[config.mk]
export PLATFORM = sky130hd
export DESIGN_NAME = uart_irq_ctrl
export DESIGN_NICKNAME = d
export VERILOG_FILES = /design/src/rtl/uart_irq_pkg.sv /design/src/rtl/uart_irq_ctl.sv /design/src/rtl/uart_irq_dp.sv /design/src/rtl/uart_irq_ctrl.sv
export SDC_FILE = /design/constraint.sdc
export NUM_CORES = 1
export LEC_CHECK = 0
export ABC_AREA = 1
export ABC_CLOCK_PERIOD_IN_PS = 1720
export BUFFER_PORTS_ARGS = -buffer_cell sky130_fd_sc_hd__buf_2
export CAP_MARGIN = 15
export CORE_MARGIN = 8
export CORE_UTILIZATION = 36
export DETAILED_ROUTE_END_ITERATION = 10
export PLACE_DENSITY = 0.84
export SYNTH_ARGS = -nofsm -noshare
export SYNTH_HDL_FRONTEND = slang
export SYNTH_SLANG_ARGS = --single-unit
export TNS_END_PERCENT = 5
[constraint.sdc]
create_clock -name clk -period 1.72 [get_ports clk]
set_clock_uncertainty 0.05 [all_clocks]
set_input_delay 0.258 -clock clk [delete_from_list [all_inputs] [get_ports clk]]
set_output_delay 0.258 -clock clk [all_outputs]
set_load 0.005 [all_outputs]
[src/rtl/uart_irq_pkg.sv]
package uart_irq_pkg;
  localparam int SRC_W   = 4;
  localparam int RX_BIT  = 0;
  localparam int ERR_BIT = 1;
  localparam int TX_BIT  = 2;
  localparam int MDM_BIT = 3;

  localparam logic [1:0] RX_MODE_DMA = 2'b10;

  // Strobes from control to datapath
  typedef struct packed {
    logic [SRC_W-1:0] setVec;
    logic [SRC_W-1:0] clrVec;
    logic             maskWe;
    logic [SRC_W-1:0] maskVal;
  } irq_strobe_t;

  function automatic int channelScale(input int chanIdx);
    case (chanIdx)
      0:       return 32;
      1, 4:    return 8;
      2, 3:    return 2;
      default: return 0;
    endcase
  endfunction
endpackage

[src/rtl/uart_irq_ctl.sv]
module uart_irq_ctl
  import uart_irq_pkg::*;
#(
  parameter int CHANNEL_IDX = 1,
  parameter int CNT_W       = 8
) (
  input  logic             fifoEn,
  input  logic             rxTimeoutEn,
  input  logic [1:0]       rxModeSel,
  input  logic [2:0]       txLevelSel,
  input  logic [2:0]       rxLevelSel,
  input  logic [CNT_W-1:0] txCount,
  input  logic [CNT_W-1:0] rxCount,
  input  logic             dataReady,
  input  logic             errEvent,
  input  logic             txDoneEvent,
  input  logic             modemEvent,
  input  logic             wrSrcClr,
  input  logic             wrPendClr,
  input  logic             wrMask,
  input  logic [SRC_W-1:0] wrData,
  output irq_strobe_t      strobe,
  output logic             dmaBusy
);
  localparam int LVL_W = CNT_W + 3;
  localparam int SCALE = channelScale(CHANNEL_IDX);
  localparam logic [LVL_W-1:0] SCALE_V = LVL_W'(SCALE);

  logic [LVL_W-1:0] txLvl;
  logic [LVL_W-1:0] rxLvl;
  logic [LVL_W-1:0] txCnt;
  logic [LVL_W-1:0] rxCnt;
  logic             rxHasData;
  logic             txBelow;
  logic             rxReached;
  logic             rxSetCond;

  assign txCnt = LVL_W'(txCount);
  assign rxCnt = LVL_W'(rxCount);

  // Trigger thresholds; receive field counts from one
  generate
    if (SCALE == 0) begin : g_noScale
      assign txLvl = '0;
      assign rxLvl = '0;
    end else begin : g_scaled
      assign txLvl = LVL_W'(txLevelSel) * SCALE_V;
      assign rxLvl = (LVL_W'(rxLevelSel) + LVL_W'(1)) * SCALE_V;
    end
  endgenerate

  assign rxHasData = (rxCount != '0);
  assign txBelow   = (txCnt <= txLvl);
  assign rxReached = (rxCnt >= rxLvl);

  always_comb begin
    if (fifoEn) begin
      rxSetCond = rxReached || (rxHasData && !rxTimeoutEn);
    end else begin
      rxSetCond = dataReady;
    end
  end

  always_comb begin
    strobe                 = '0;
    strobe.setVec[RX_BIT]  = rxSetCond;
    strobe.setVec[ERR_BIT] = errEvent;
    strobe.setVec[TX_BIT]  = txDoneEvent || (fifoEn && txBelow);
    strobe.setVec[MDM_BIT] = modemEvent;
    strobe.clrVec          = (wrSrcClr || wrPendClr) ? wrData : '0;
    strobe.maskWe          = wrMask;
    strobe.maskVal         = wrData;
  end

  assign dmaBusy = (rxModeSel == RX_MODE_DMA) && !rxHasData;
endmodule

[src/rtl/uart_irq_dp.sv]
module uart_irq_dp
  import uart_irq_pkg::*;
(
  input  logic             clk,
  input  logic             rstN,
  input  irq_strobe_t      strobe,
  output logic [SRC_W-1:0] srcQ,
  output logic [SRC_W-1:0] maskQ,
  output logic [SRC_W-1:0] pendQ,
  output logic             irqQ
);
  // One sticky cell per source; set beats clear
  for (genvar b = 0; b < SRC_W; b++) begin : g_src
    always_ff @(posedge clk) begin
      if (!rstN) begin
        srcQ[b] <= 1'b0;
      end else begin
        srcQ[b] <= (srcQ[b] && !strobe.clrVec[b]) || strobe.setVec[b];
      end
    end
  end

  always_ff @(posedge clk) begin
    if (!rstN) begin
      maskQ <= '0;
    end else if (strobe.maskWe) begin
      maskQ <= strobe.maskVal;
    end
  end

  assign pendQ = srcQ & ~maskQ;
  assign irqQ  = |pendQ;
endmodule

[src/rtl/uart_irq_ctrl.sv]
module uart_irq_ctrl
  import uart_irq_pkg::*;
#(
  parameter int CHANNEL_IDX = 1,
  parameter int CNT_W       = 8
) (
  input  logic             clk,
  input  logic             rstN,
  input  logic             fifoEn,
  input  logic             rxTimeoutEn,
  input  logic [1:0]       rxModeSel,
  input  logic [2:0]       txLevelSel,
  input  logic [2:0]       rxLevelSel,
  input  logic [CNT_W-1:0] txCount,
  input  logic [CNT_W-1:0] rxCount,
  input  logic             dataReady,
  input  logic             errEvent,
  input  logic             txDoneEvent,
  input  logic             modemEvent,
  input  logic             wrSrcClr,
  input  logic             wrPendClr,
  input  logic             wrMask,
  input  logic [3:0]       wrData,
  output logic             irq,
  output logic             dmaBusy,
  output logic [3:0]       srcPending,
  output logic [3:0]       maskReg,
  output logic [3:0]       pendReg
);
  irq_strobe_t strobe;

  uart_irq_ctl #(
    .CHANNEL_IDX(CHANNEL_IDX),
    .CNT_W      (CNT_W)
  ) ctl_i (
    .fifoEn     (fifoEn),
    .rxTimeoutEn(rxTimeoutEn),
    .rxModeSel  (rxModeSel),
    .txLevelSel (txLevelSel),
    .rxLevelSel (rxLevelSel),
    .txCount    (txCount),
    .rxCount    (rxCount),
    .dataReady  (dataReady),
    .errEvent   (errEvent),
    .txDoneEvent(txDoneEvent),
    .modemEvent (modemEvent),
    .wrSrcClr   (wrSrcClr),
    .wrPendClr  (wrPendClr),
    .wrMask     (wrMask),
    .wrData     (wrData),
    .strobe     (strobe),
    .dmaBusy    (dmaBusy)
  );

  uart_irq_dp dp_i (
    .clk   (clk),
    .rstN  (rstN),
    .strobe(strobe),
    .srcQ  (srcPending),
    .maskQ (maskReg),
    .pendQ (pendReg),
    .irqQ  (irq)
  );
endmodule

== After elaboration in Yosys (flattened, before gate mapping) ==
Index checks and enable logic that the tools add are counted.
Storage, ports and cells
  register bits: 8
  bits in latches: 0
  RAM bits: 0
  bits in read-only memories: 0
  input port bits: 39
  output and inout port bits: 14
  logic and storage cells: 35
  memories kept: 0
Operators by class
  add/subtract/negate cells: 1
  multipliers: 0
  divide/modulo/power cells: 0
  magnitude comparators: 2
  eq/ne operators: 1
  shift-type cells: 0
  muxes and demuxes: 2
  bitwise logic cells: 2
  reductions and logical operators: 22
Operators with widths (number)
  $ge A8 B11 Y1: 1
  $le A8 B6 Y1: 1
  $reduce_bool A8 Y1: 1
  $logic_and A1 B1 Y1: 7
  $logic_or A1 B1 Y1: 7
  $logic_not A1 Y1: 6
  $add A3 B1 Y4 const B: 1
  $and A4 B4 Y4: 1
  $mux W4: 1
  $not A4 Y4: 1
  $reduce_or A4 Y1: 1
  $eq A2 B2 Y1 const B: 1
  $mux W1: 1

== Longest topological paths before layout ==
Gate-level depths: netlist of the first run.
  word-level depth: 5
  mapped depth: 10
  gate-level depth less buffers: 10

== By module ==
Synthesis of the first run repeated with hierarchy kept, for this count alone.
Unflattened totals
  cell total of the unflattened synthesis: 123
  area, all modules: 749.5 µm²
By module, submodules not included
  uart_irq_ctl: instances 1, cells an instance 72, area each 417.9 µm², sequential area each 0.0 µm²
  uart_irq_dp: instances 1, cells an instance 51, area each 331.6 µm², sequential area each 160.2 µm²

== Worst setup path after synthesis of the first run ==
Ideal clock, no wire load.
  kind: input port to flip-flop
  start: input port rxLevelSel[0]
  end: register dp_i.srcQ[0]
  setup time: 0.118 ns
  arrival: 1.205 ns
  required time: 1.552 ns
  slack: 0.347 ns
  stages on the path: 9
  buffers on the path: 0
  path through: ha_1 inv_1 ha_1 a21oi_1 nand2_1 nand2_1 nand3_1 nand2_1 a21oi_1
Between the ends
  cells in the longest elaborated chain, start to end: 5
Ends and longest elaborated chain
  start: declaration: line uart_irq_ctrl.sv:13  | input logic [2:0] rxLevelSel,
  $add A3 B1 Y4: line uart_irq_ctl.sv:48  | assign rxLvl = (LVL_W'(rxLevelSel) + LVL_W'(1)) * SCALE_V;
  $ge A8 B11 Y1: line uart_irq_ctl.sv:54  | assign rxReached = (rxCnt >= rxLvl);
  $logic_or A1 B1 Y1: line uart_irq_ctl.sv:58  | rxSetCond = rxReached || (rxHasData && !rxTimeoutEn);
  $mux W1: line uart_irq_ctl.sv:57  | if (fifoEn) begin
  $logic_or A1 B1 Y1: line uart_irq_dp.sv:18  | srcQ[b] <= (srcQ[b] && !strobe.clrVec[b]) || strobe.setVec[b];
  end signal: indexed assignment: line uart_irq_dp.sv:18
  end: declaration: line uart_irq_dp.sv:7  | output logic [SRC_W-1:0] srcQ,
Every way passes these cells.
A chain may end at the register's enable or synchronous reset.

== Final worst setup path of the first run ==
  start: register dp_i.maskQ[0]
  end: output port irq
Between the ends
  cells in the longest elaborated chain, start to end: 3
Ends and longest elaborated chain
  start: declaration: line uart_irq_dp.sv:8  | output logic [SRC_W-1:0] maskQ,
  start signal: assignment: line uart_irq_dp.sv:27  | maskQ <= strobe.maskVal;
  $not A4 Y4: line uart_irq_dp.sv:31  | assign pendQ = srcQ & ~maskQ;
  $and A4 B4 Y4: line uart_irq_dp.sv:31
  $reduce_or A4 Y1: line uart_irq_dp.sv:32  | assign irqQ = |pendQ;
  end: declaration: line uart_irq_ctrl.sv:24  | output logic irq,
Every way passes these cells.

==> metrics.txt, run 1 <==
outcome completed; final setup TNS 0 ps; critical path startpoint category register; Final Slew Violations 0; Final min period between 1500 and 2000 ps; Worst Path Arrival 1300 ps; IO buf count 52; asr flop ratio synth 0; Detailed Routing Iterations Pass 1 4; Placer Congestion 0.765; CP max stage delay between 400 and 500 ps; Final setup viols 0; total of max-cap violations 0; Initial Util 0.391; crit-path cells nor2_1 > or4_1 > buf_2; Worst EP required ~1400 ps; DRT antenna net count 0; post-synth net total 141; Post-synth EDFFs 0; class of the worst hold path in -> reg; total chip power approximately 500 uW; final wirelength between 1.5 and 2 mm; clk sink count 8; sequential cell area 160 sq um; number of buffers and inverters on the critical path 1; top area cells in the synthesized netlist dfxtp_1 27%, ha_1 17%, nor2_1 13%; register area share after synthesis 0.269; critical path's slowest cell or4_1; Fill cells between 150 and 200; setup bufs post-CTS 0; DIE HEIGHT 56.7 um; largest area contributor in the netlist dfxtp_1; vias in the first global route approximately 770; clock tree buffer depth 2; first-pass GRT wire length ~3.2 mm; Via Count 764; CTS tree built; Iter 0 DRT Violations 6; area of the die 0.00321 sq mm; grt total ovfl 0; synthesis-stage register bit count 8; fin crit share 0.936; initial antenna violation count 0; CTS Buf Count 3; final hold violation count 0; RSZ-0062 raised after global routing no; Final #Nets 198; Synth top area share 0.269; Worst-Margin Slew approximately 200 ps; power density over the cells 568 mW/mm^2; Yosys Warn Count 0; die width ~57 um; mapped cell area 596 sq um; FMAX approximately 0.62 GHz; Worst-Skew Late Latency 250 ps; Post-CTS Resized 0; num rows 14; most frequent cell after synthesis nor2_1; leakage dissipation approximately 0.00056 uW; Avg Cell Area, Syn 6.34 sq um; kind of cell adding the most delay to the critical path simple AND/OR/NAND/NOR gates; pin count of the biggest net entering global routing 6; H-tree levels 1; synthesis-to-layout area growth 50.8%; io pins 53; CP Class reg -> out; Core Footprint about 0.0015 sq mm; CTS Root Cell clkbuf_4; DP Area a little under 900 sq um; layout cells sized above 1 0.369; Cells after Synth 94; CTS Hold Bufs 0; Synth Flop Type dfxtp_1; CP max FO 3; Global Route Usage Sum 0.121; multi-input logic area ~360 sq um; Finished Cell Area 898 sq um; Via density ~4.6; drc violations 0; Relative slew margins 0.865; count of different cell masters after synthesis 14; Critical Path End Type output pin; post-layout util 0.589; diode count 0; placed wire-length estimate 1.78 mm; wire per inst between 10 and 15 um; clock transition at the registers of the reported paths approximately 60 ps; most common library cells after synthesis 21 x nor2_1, 19 x inv_1, 13 x nand2_1, 9 x a21oi_1; maximum vdd ir drop between 400 and 500 uV
cell usage in the layout, fill, tap and decap left out:
cell and instances:
buf_2 52, nor2_1 21, inv_1 19, nand2_1 13, a21oi_1 9, ha_1 8
dfxtp_1 8, o21ai_0 6, nand3_1 3, clkbuf_4 3, nor3_1 2, nor4_1 1
or4_1 1, xnor2_1 1, or2_1 1, nand3b_1 1
cells by family after synthesis:
family	Yosys count	share of synthesized area
xor+xnor	1	0.0147
compound gates	15	0.126
fa+ha+maj	8	0.168
flops	8	0.269
simple gates	43	0.303
buf+inv	19	0.120
per-stage QoR:
| step | hold WS [ps] | setup WS (ps) | cells |
|---|---|---|---|
| finish | 175 | 109 | 165 |
| global route | 180 | 44.5 | 165 |
| CTS | 166 | 99.8 | 165 |
| detailed placement | 426 | 146 | 162 |
| global placement | 415 | 172 | 162 |
| floorplan | 325 | 347 | 94 |
layer usage:
metal  GRT usage  part of all wire  up-vias
met5           0                 0        -
met4      0.0515             0.022        0
met3      0.0449             0.070        4
met2       0.234              0.54       24
met1       0.107              0.36      326
li1            -                 -      410
area by class of cell:
class                   instances  share of cell area
clock buffers                   3              0.0251
inverters                      19              0.0794
multi-input cells              67               0.405
flip-flops and latches          8               0.178
well taps                      16              0.0223
repair buffers                 52               0.290
where the power goes:
part           switching [uW]  internal (uW)
logic                    78.9           83.8
clock network            60.7           79.6
registers                7.78            199
total                     147            363
tightest hold or removal path, stage by stage:
cell and delay, ps:
buf_2 80, nor2_1 30, nor2_1 60
state kept, by name (all words and copies together) (netlist names):
signal and cells:
dp_i.maskQ 4, dp_i.srcQ 4
path summary, 6_finish.rpt:
| path | from | endpoint | slack (ps) | cells after the start |
|---|---|---|---|---|
| max | dp_i.maskQ[0] | irq | 110 | 3 |
| min | modemEvent | dp_i.srcQ[3] | 170 | 3 |
| max reg2reg | dp_i.srcQ[0] | dp_i.srcQ[0] | 940 | 4 |
| min reg2reg | dp_i.srcQ[1] | dp_i.srcQ[1] | 460 | 2 |
Power figures use the tool's default switching activity.
==> run 2: changes to the inputs <==
==> constraint.sdc (replaced) <==
create_clock -name clk -period 1.72 [get_ports clk]
set_clock_uncertainty 0.05 [all_clocks]
set_input_delay 0.086 -clock clk [delete_from_list [all_inputs] [get_ports clk]]
set_output_delay 0.086 -clock clk [all_outputs]
set_load 0.005 [all_outputs]
==> run 2 against run 1 <==
Effect of this change: cell count up 0.61%; register-to-register slack barely moved; utilization rose by 0.66 points; critical endpoint unchanged.
==> metrics.txt, run 2 (synthesis results as in run 1) <==
class of the worst hold path in -> reg; critical path's slowest cell or4_1; Core Footprint 0.00152 sq mm (unchanged); Post-CTS Resized 0 (unchanged); CTS Hold Bufs 1 (+1); top flop regs dp_i.maskQ x4, dp_i.srcQ x4; number of buffers and inverters on the critical path 1 (unchanged); Critical Path End Type output pin; leakage dissipation 0.000564 uW (+0.75%); Final setup viols 0 (unchanged); CTS tree built; synthesis-to-layout area growth 52.5%; total chip power 512 uW (+0.32%); Global Route Usage Sum 0.121 (unchanged); CP Class reg -> out; area of the die 0.00321 sq mm (unchanged); crit-path cells nor2_1 > or4_1 > buf_2; pin count of the biggest net entering global routing 6 (unchanged); Iter 0 DRT Violations 6 (unchanged); Worst Path Arrival 1300 ps (about the same); Detailed Routing Iterations Pass 1 4 (unchanged); most common cell after layout, fill and taps aside buf_2; Via density 4.64 (+0.18%); R2R cell count 4 (unchanged); H-tree levels 1 (unchanged); num rows 14 (unchanged); Crit path depth 3 (unchanged); sw power 147 uW (+0.11%); Initial Util 0.391 (unchanged); Relative slew margins 0.865 (unchanged); maximum vdd ir drop 427 uV (about the same); fin cells 166 (+0.61%); sequential power share 0.405 (about the same); IO buf count 52 (unchanged); io pins 53 (unchanged); Final min period 1440 ps (-172 ps); FMAX 0.695 GHz (+12%); power density over the cells 563 mW/mm^2 (-0.79%); Internal 364 uW (+0.40%); CTS Buf Count 3 (unchanged); fin crit share 0.836 (-0.100); vias in the first global route 774 (unchanged); Placer Congestion 0.765 (unchanged); CTS Root Cell clkbuf_4; CP max stage delay 480 ps (about the same); die width 56.7 um (unchanged); pre-CTS WS 318 ps (+172 ps); Final Slew Violations 0 (unchanged); Final #Nets 199 (+0.51%); diode count 0 (unchanged); most frequent cells in the layout 52 x buf_2, 21 x nor2_1, 19 x inv_1; Via Count 770 (+0.79%); final hold violation count 0 (unchanged); DIE HEIGHT 56.7 um (unchanged); power share of the clock group 0.274 (about the same); layout cells sized above 1 0.367 (-0.00246); Worst-Skew Late Latency 250 ps (about the same); Switching Fraction 0.288 (-0.000604); DP Area 876 sq um (unchanged); clock tree buffer depth 2 (unchanged); min setup slack post-route 282 ps (+172 ps); clock transition at the registers of the reported paths 60 ps (about the same); setup bufs post-CTS 0 (unchanged); placed cells 162 (unchanged); Comb power frac 0.321 (+0.002); grt total ovfl 0 (unchanged); CP max FO 3 (unchanged); hold path depth 3 (unchanged); Worst EP required 1580 ps (+170 ps); drc violations 0 (unchanged); DRT antenna net count 0 (unchanged); final setup TNS 0 ps (unchanged); placed wire-length estimate 1.78 mm (unchanged); final wirelength 1.94 mm (about the same); clk sink count 8 (unchanged); critical path startpoint category register; kind of cell adding the most delay to the critical path simple AND/OR/NAND/NOR gates; outcome completed; Worst-Margin Slew 200 ps (unchanged); RSZ-0062 raised after global routing no; Finished Cell Area 908 sq um (+1.1%); total of max-cap violations 0 (unchanged); wire per inst 11.7 um (-0.55%); initial antenna violation count 0 (unchanged); first-pass GRT wire length 3.22 mm (unchanged)
==> run 2: cell types whose count changed in the layout (fill, tap and decap cells not counted), sizes merged <==
cell,before,now
dlygate4sd3,0,1
==> run 2: worst min-delay path, cell delays in order <==
cell     delay, ps
buf_2           80
a21oi_1         30
nor2_1          70
==> run 2: final timing paths <==
kind,end,slack [ps],from
setup / recovery,irq,280,dp_i.maskQ[0]
hold / removal,dp_i.srcQ[1],10,errEvent
setup reg to reg,dp_i.srcQ[0],940,dp_i.srcQ[0]
hold reg to reg,dp_i.srcQ[1],460,dp_i.srcQ[1]
==> run 2: power groups by stage <==
stage / Clock (uW) / Sequential (uW) / Combinational (uW)
CTS: 148 / 207 / 168
detailed placement: 0 / 211 / 166
global placement: 0 / 210 / 159
global route: 158 / 209 / 190
finish: 140 / 207 / 164
floorplan: 0 / 212 / 75.6
==> run 2: through the flow <==
stage / hold WS (ps) / utilization
2_1_floorplan: 153 / -
3_3_place_gp: 243 / 0.575
3_5_place_dp: 254 / 0.575
4_1_cts: 6.26 / 0.596
5_1_grt: 7.81 / 0.596
6_report: 10.8 / 0.596
==> run 2: cell type report <==
cell class                      count  area [sq um]
Tap cell                           16          20.0
Inverter                           19          71.3
Multi-Input combinational cell     67           364
Timing Repair Buffer               53           270
Clock buffer                        3          22.5
Fill cell                         160           616
Sequential cell                     8           160
==> run 2: layer usage <==
metal | vias up | track usage | part of all wire
met2 | 24 | 0.234 | 0.54
met5 | - | 0 | 0
met3 | 4 | 0.0449 | 0.070
met1 | 330 | 0.107 | 0.36
met4 | 0 | 0.0515 | 0.022
li1 | 412 | - | -
==> run 3: changes to the inputs <==
--- a/config.mk
+++ b/config.mk
@@ -6,7 +6,7 @@
 export NUM_CORES = 1
 export LEC_CHECK = 0
 export ABC_AREA = 1
-export ABC_CLOCK_PERIOD_IN_PS = 1720
+export ABC_CLOCK_PERIOD_IN_PS = 1400
 export BUFFER_PORTS_ARGS = -buffer_cell sky130_fd_sc_hd__buf_2
 export CAP_MARGIN = 15
 export CORE_MARGIN = 8
==> constraint.sdc (replaced) <==
create_clock -name clk -period 1.4 [get_ports clk]
set_clock_uncertainty 0.05 [all_clocks]
set_input_delay 0.07 -clock clk [delete_from_list [all_inputs] [get_ports clk]]
set_output_delay 0.07 -clock clk [all_outputs]
set_load 0.005 [all_outputs]
==> run 3 against run 2 <==
Effect of this change: the run now ends with setup timing left; clock-buffer cell count stayed put; routed wire length increased by 8.5%; largest power group unchanged; critical path type unchanged; utilization grew 1.6 points; clock power up 30%; power rose by 28%; cell count grew 0.60%; non-clock buffer count increased by 1; hold slack improved by 7.1 ps; design area up 2.8%; sequential share of layout area increased by 0.60 points; via count rose by 6.1%; register-to-register slack worse by 320 ps.
==> metrics.txt, run 3 (synthesis results as in run 1) <==
outcome finished with violations; failing checks setup timing; Iter 0 DRT Violations 12 (+6); Relative slew margins 0.868 (+0.00306); num rows 14 (unchanged); class of the worst hold path in -> reg; power share of the clock group 0.278 (+0.004); hold path depth 3 (unchanged); clock transition at the registers of the reported paths 60 ps (about the same); CP Class reg -> out; R2R cell count 4 (unchanged); CP max FO 3 (unchanged); Via density 4.89 (+5.5%); clock tree buffer depth 2 (unchanged); leakage dissipation 0.000568 uW (+0.76%); io pins 53 (unchanged); sw power 198 uW (+34%); Final #Nets 200 (+0.50%); Worst Path Arrival 1290 ps (about the same); wire per inst 12.6 um (+7.8%); vias in the first global route 855 (+10%); Hold EP dp_i.srcQ[0]; synthesis-to-layout area growth 56.7%; DIE HEIGHT 56.7 um (unchanged); final wirelength 2.11 mm (+8.5%); crit-path cells inv_2 > nor2_2 > or4_1 > buf_2; Crit path depth 4 (+1); placed cells 162 (unchanged); total of max-cap violations 0 (unchanged); H-tree levels 1 (unchanged); CP max stage delay 500 ps (+20 ps); CTS Buf Count 3 (unchanged); grt total ovfl 0 (unchanged); critical path's slowest cell or4_1; IO buf count 52 (unchanged); first-pass GRT wire length 3.51 mm (+9.0%); pre-CTS WS -11.5 ps (-329 ps); Final min period 1410 ps; R2R Setup Slk 620 ps (-320 ps); number of buffers and inverters on the critical path 2 (+1); pin count of the biggest net entering global routing 6 (unchanged); min setup slack post-route -8.95 ps (-291 ps); placed wire-length estimate 1.88 mm (+5.8%); power density over the cells 700 mW/mm^2 (+24%); setup bufs post-CTS 0 (unchanged); clk sink count 8 (unchanged); drc violations 0 (unchanged); Detailed Routing Iterations Pass 1 4 (unchanged); worst r2r src dp_i.srcQ[0]; min-delay src fifoEn; layout cells sized above 1 0.450 (+0.0837); initial antenna violation count 0 (unchanged); Final setup viols 1 (+1); sequential power share 0.399 (-0.006); Core Footprint 0.00152 sq mm (unchanged); Fill cells 152 (-5.0%); FMAX 0.710 GHz; CTS tree built; kind of cell adding the most delay to the critical path simple AND/OR/NAND/NOR gates; Comb power frac 0.323 (+0.002); diode count 0 (unchanged); top flop regs dp_i.maskQ x4, dp_i.srcQ x4; fin cells 167 (+0.60%); Worst EP required 1280 ps (-300 ps); Hold WS 17.9 ps (+7.14 ps); Global Route Usage Sum 0.133 (+0.0123); Worst-Skew Late Latency 250 ps (about the same); Critical Path End Type output pin; CTS Root Cell clkbuf_4; Final Slew Violations 0 (unchanged); critical path startpoint category register; final setup TNS -8.95 ps (-8.95 ps); reg2reg end dp_i.srcQ[0]; Via Count 817 (+6.1%); die width 56.7 um (unchanged); most common cell after layout, fill and taps aside buf_2; Placer Congestion 0.760 (-0.55%); Initial Util 0.391 (unchanged); Internal 455 uW (+25%); Worst-Margin Slew 196 ps (-4.55 ps); fin crit share 1.01; DRT antenna net count 0 (unchanged); most frequent cells in the layout 52 x buf_2, 19 x nor2_1, 16 x inv_1; Switching Fraction 0.303 (+0.0151); final hold violation count 0 (unchanged); area of the die 0.00321 sq mm (unchanged); maximum vdd ir drop 439 uV (+2.9%); RSZ-0062 raised after global routing yes
==> run 3: metal layers <==
metal | vias up | GRT usage | routed length (um)
met5 | - | 0 | 0
met4 | 0 | 0.0825 | 52
met3 | 6 | 0.0494 | 128
met2 | 34 | 0.248 | 1170
met1 | 364 | 0.117 | 758
li1 | 413 | - | -
==> run 3: area by class of cell <==
type | instances | area [sq um] | area share
inverter | 19 | 71.3 | 0.0764
sequential | 8 | 170 | 0.182
multi-input combinational | 67 | 369 | 0.395
clock buffer | 3 | 22.5 | 0.0241
timing repair buffer | 54 | 280 | 0.300
tap | 16 | 20.0 | 0.0214
==> run 3: worst max path at each step <==
stage / startpoint / endpoint / slack [ps]
finish: dp_i.srcQ[1] / irq / -9
detailed placement: rxLevelSel[0] / dp_i.srcQ[0] / -10
floorplan: rxLevelSel[0] / dp_i.srcQ[0] / 210
global placement: rxLevelSel[0] / dp_i.srcQ[0] / 40
CTS: dp_i.srcQ[3] / irq / -20
global route: dp_i.srcQ[1] / irq / -90
==> run 3: timing repair <==
item                                    in CTS  in global routing
gates resized for setup                      8                  5
pin swaps                                    1                  1
cloned                                       0                  0
hold buffers                                 2                  0
endpoints found under the hold margin        2                  0
endpoints found under the setup margin       1                  1
==> run 3: power groups by stage <==
stage | registers [uW] | clock network, uW | logic, uW
after floorplan | 261 | 0 | 92.9
after global placement | 258 | 0 | 195
after detailed placement | 260 | 0 | 206
after CTS | 259 | 189 | 212
after global routing | 262 | 210 | 243
final | 261 | 182 | 211
==> run 3: metrics by stage <==
step,utilization,total power [uW],area [sq um]
detailed placement,0.575,466,876
finish,0.612,653,933
global placement,0.575,453,876
global route,0.612,715,933
floorplan,-,354,596
CTS,0.608,660,926
==> run 3: tightest hold or removal path, cell delays in order <==
cell	delay, ps
buf_2	110
nand2_1	60
a21oi_1	50
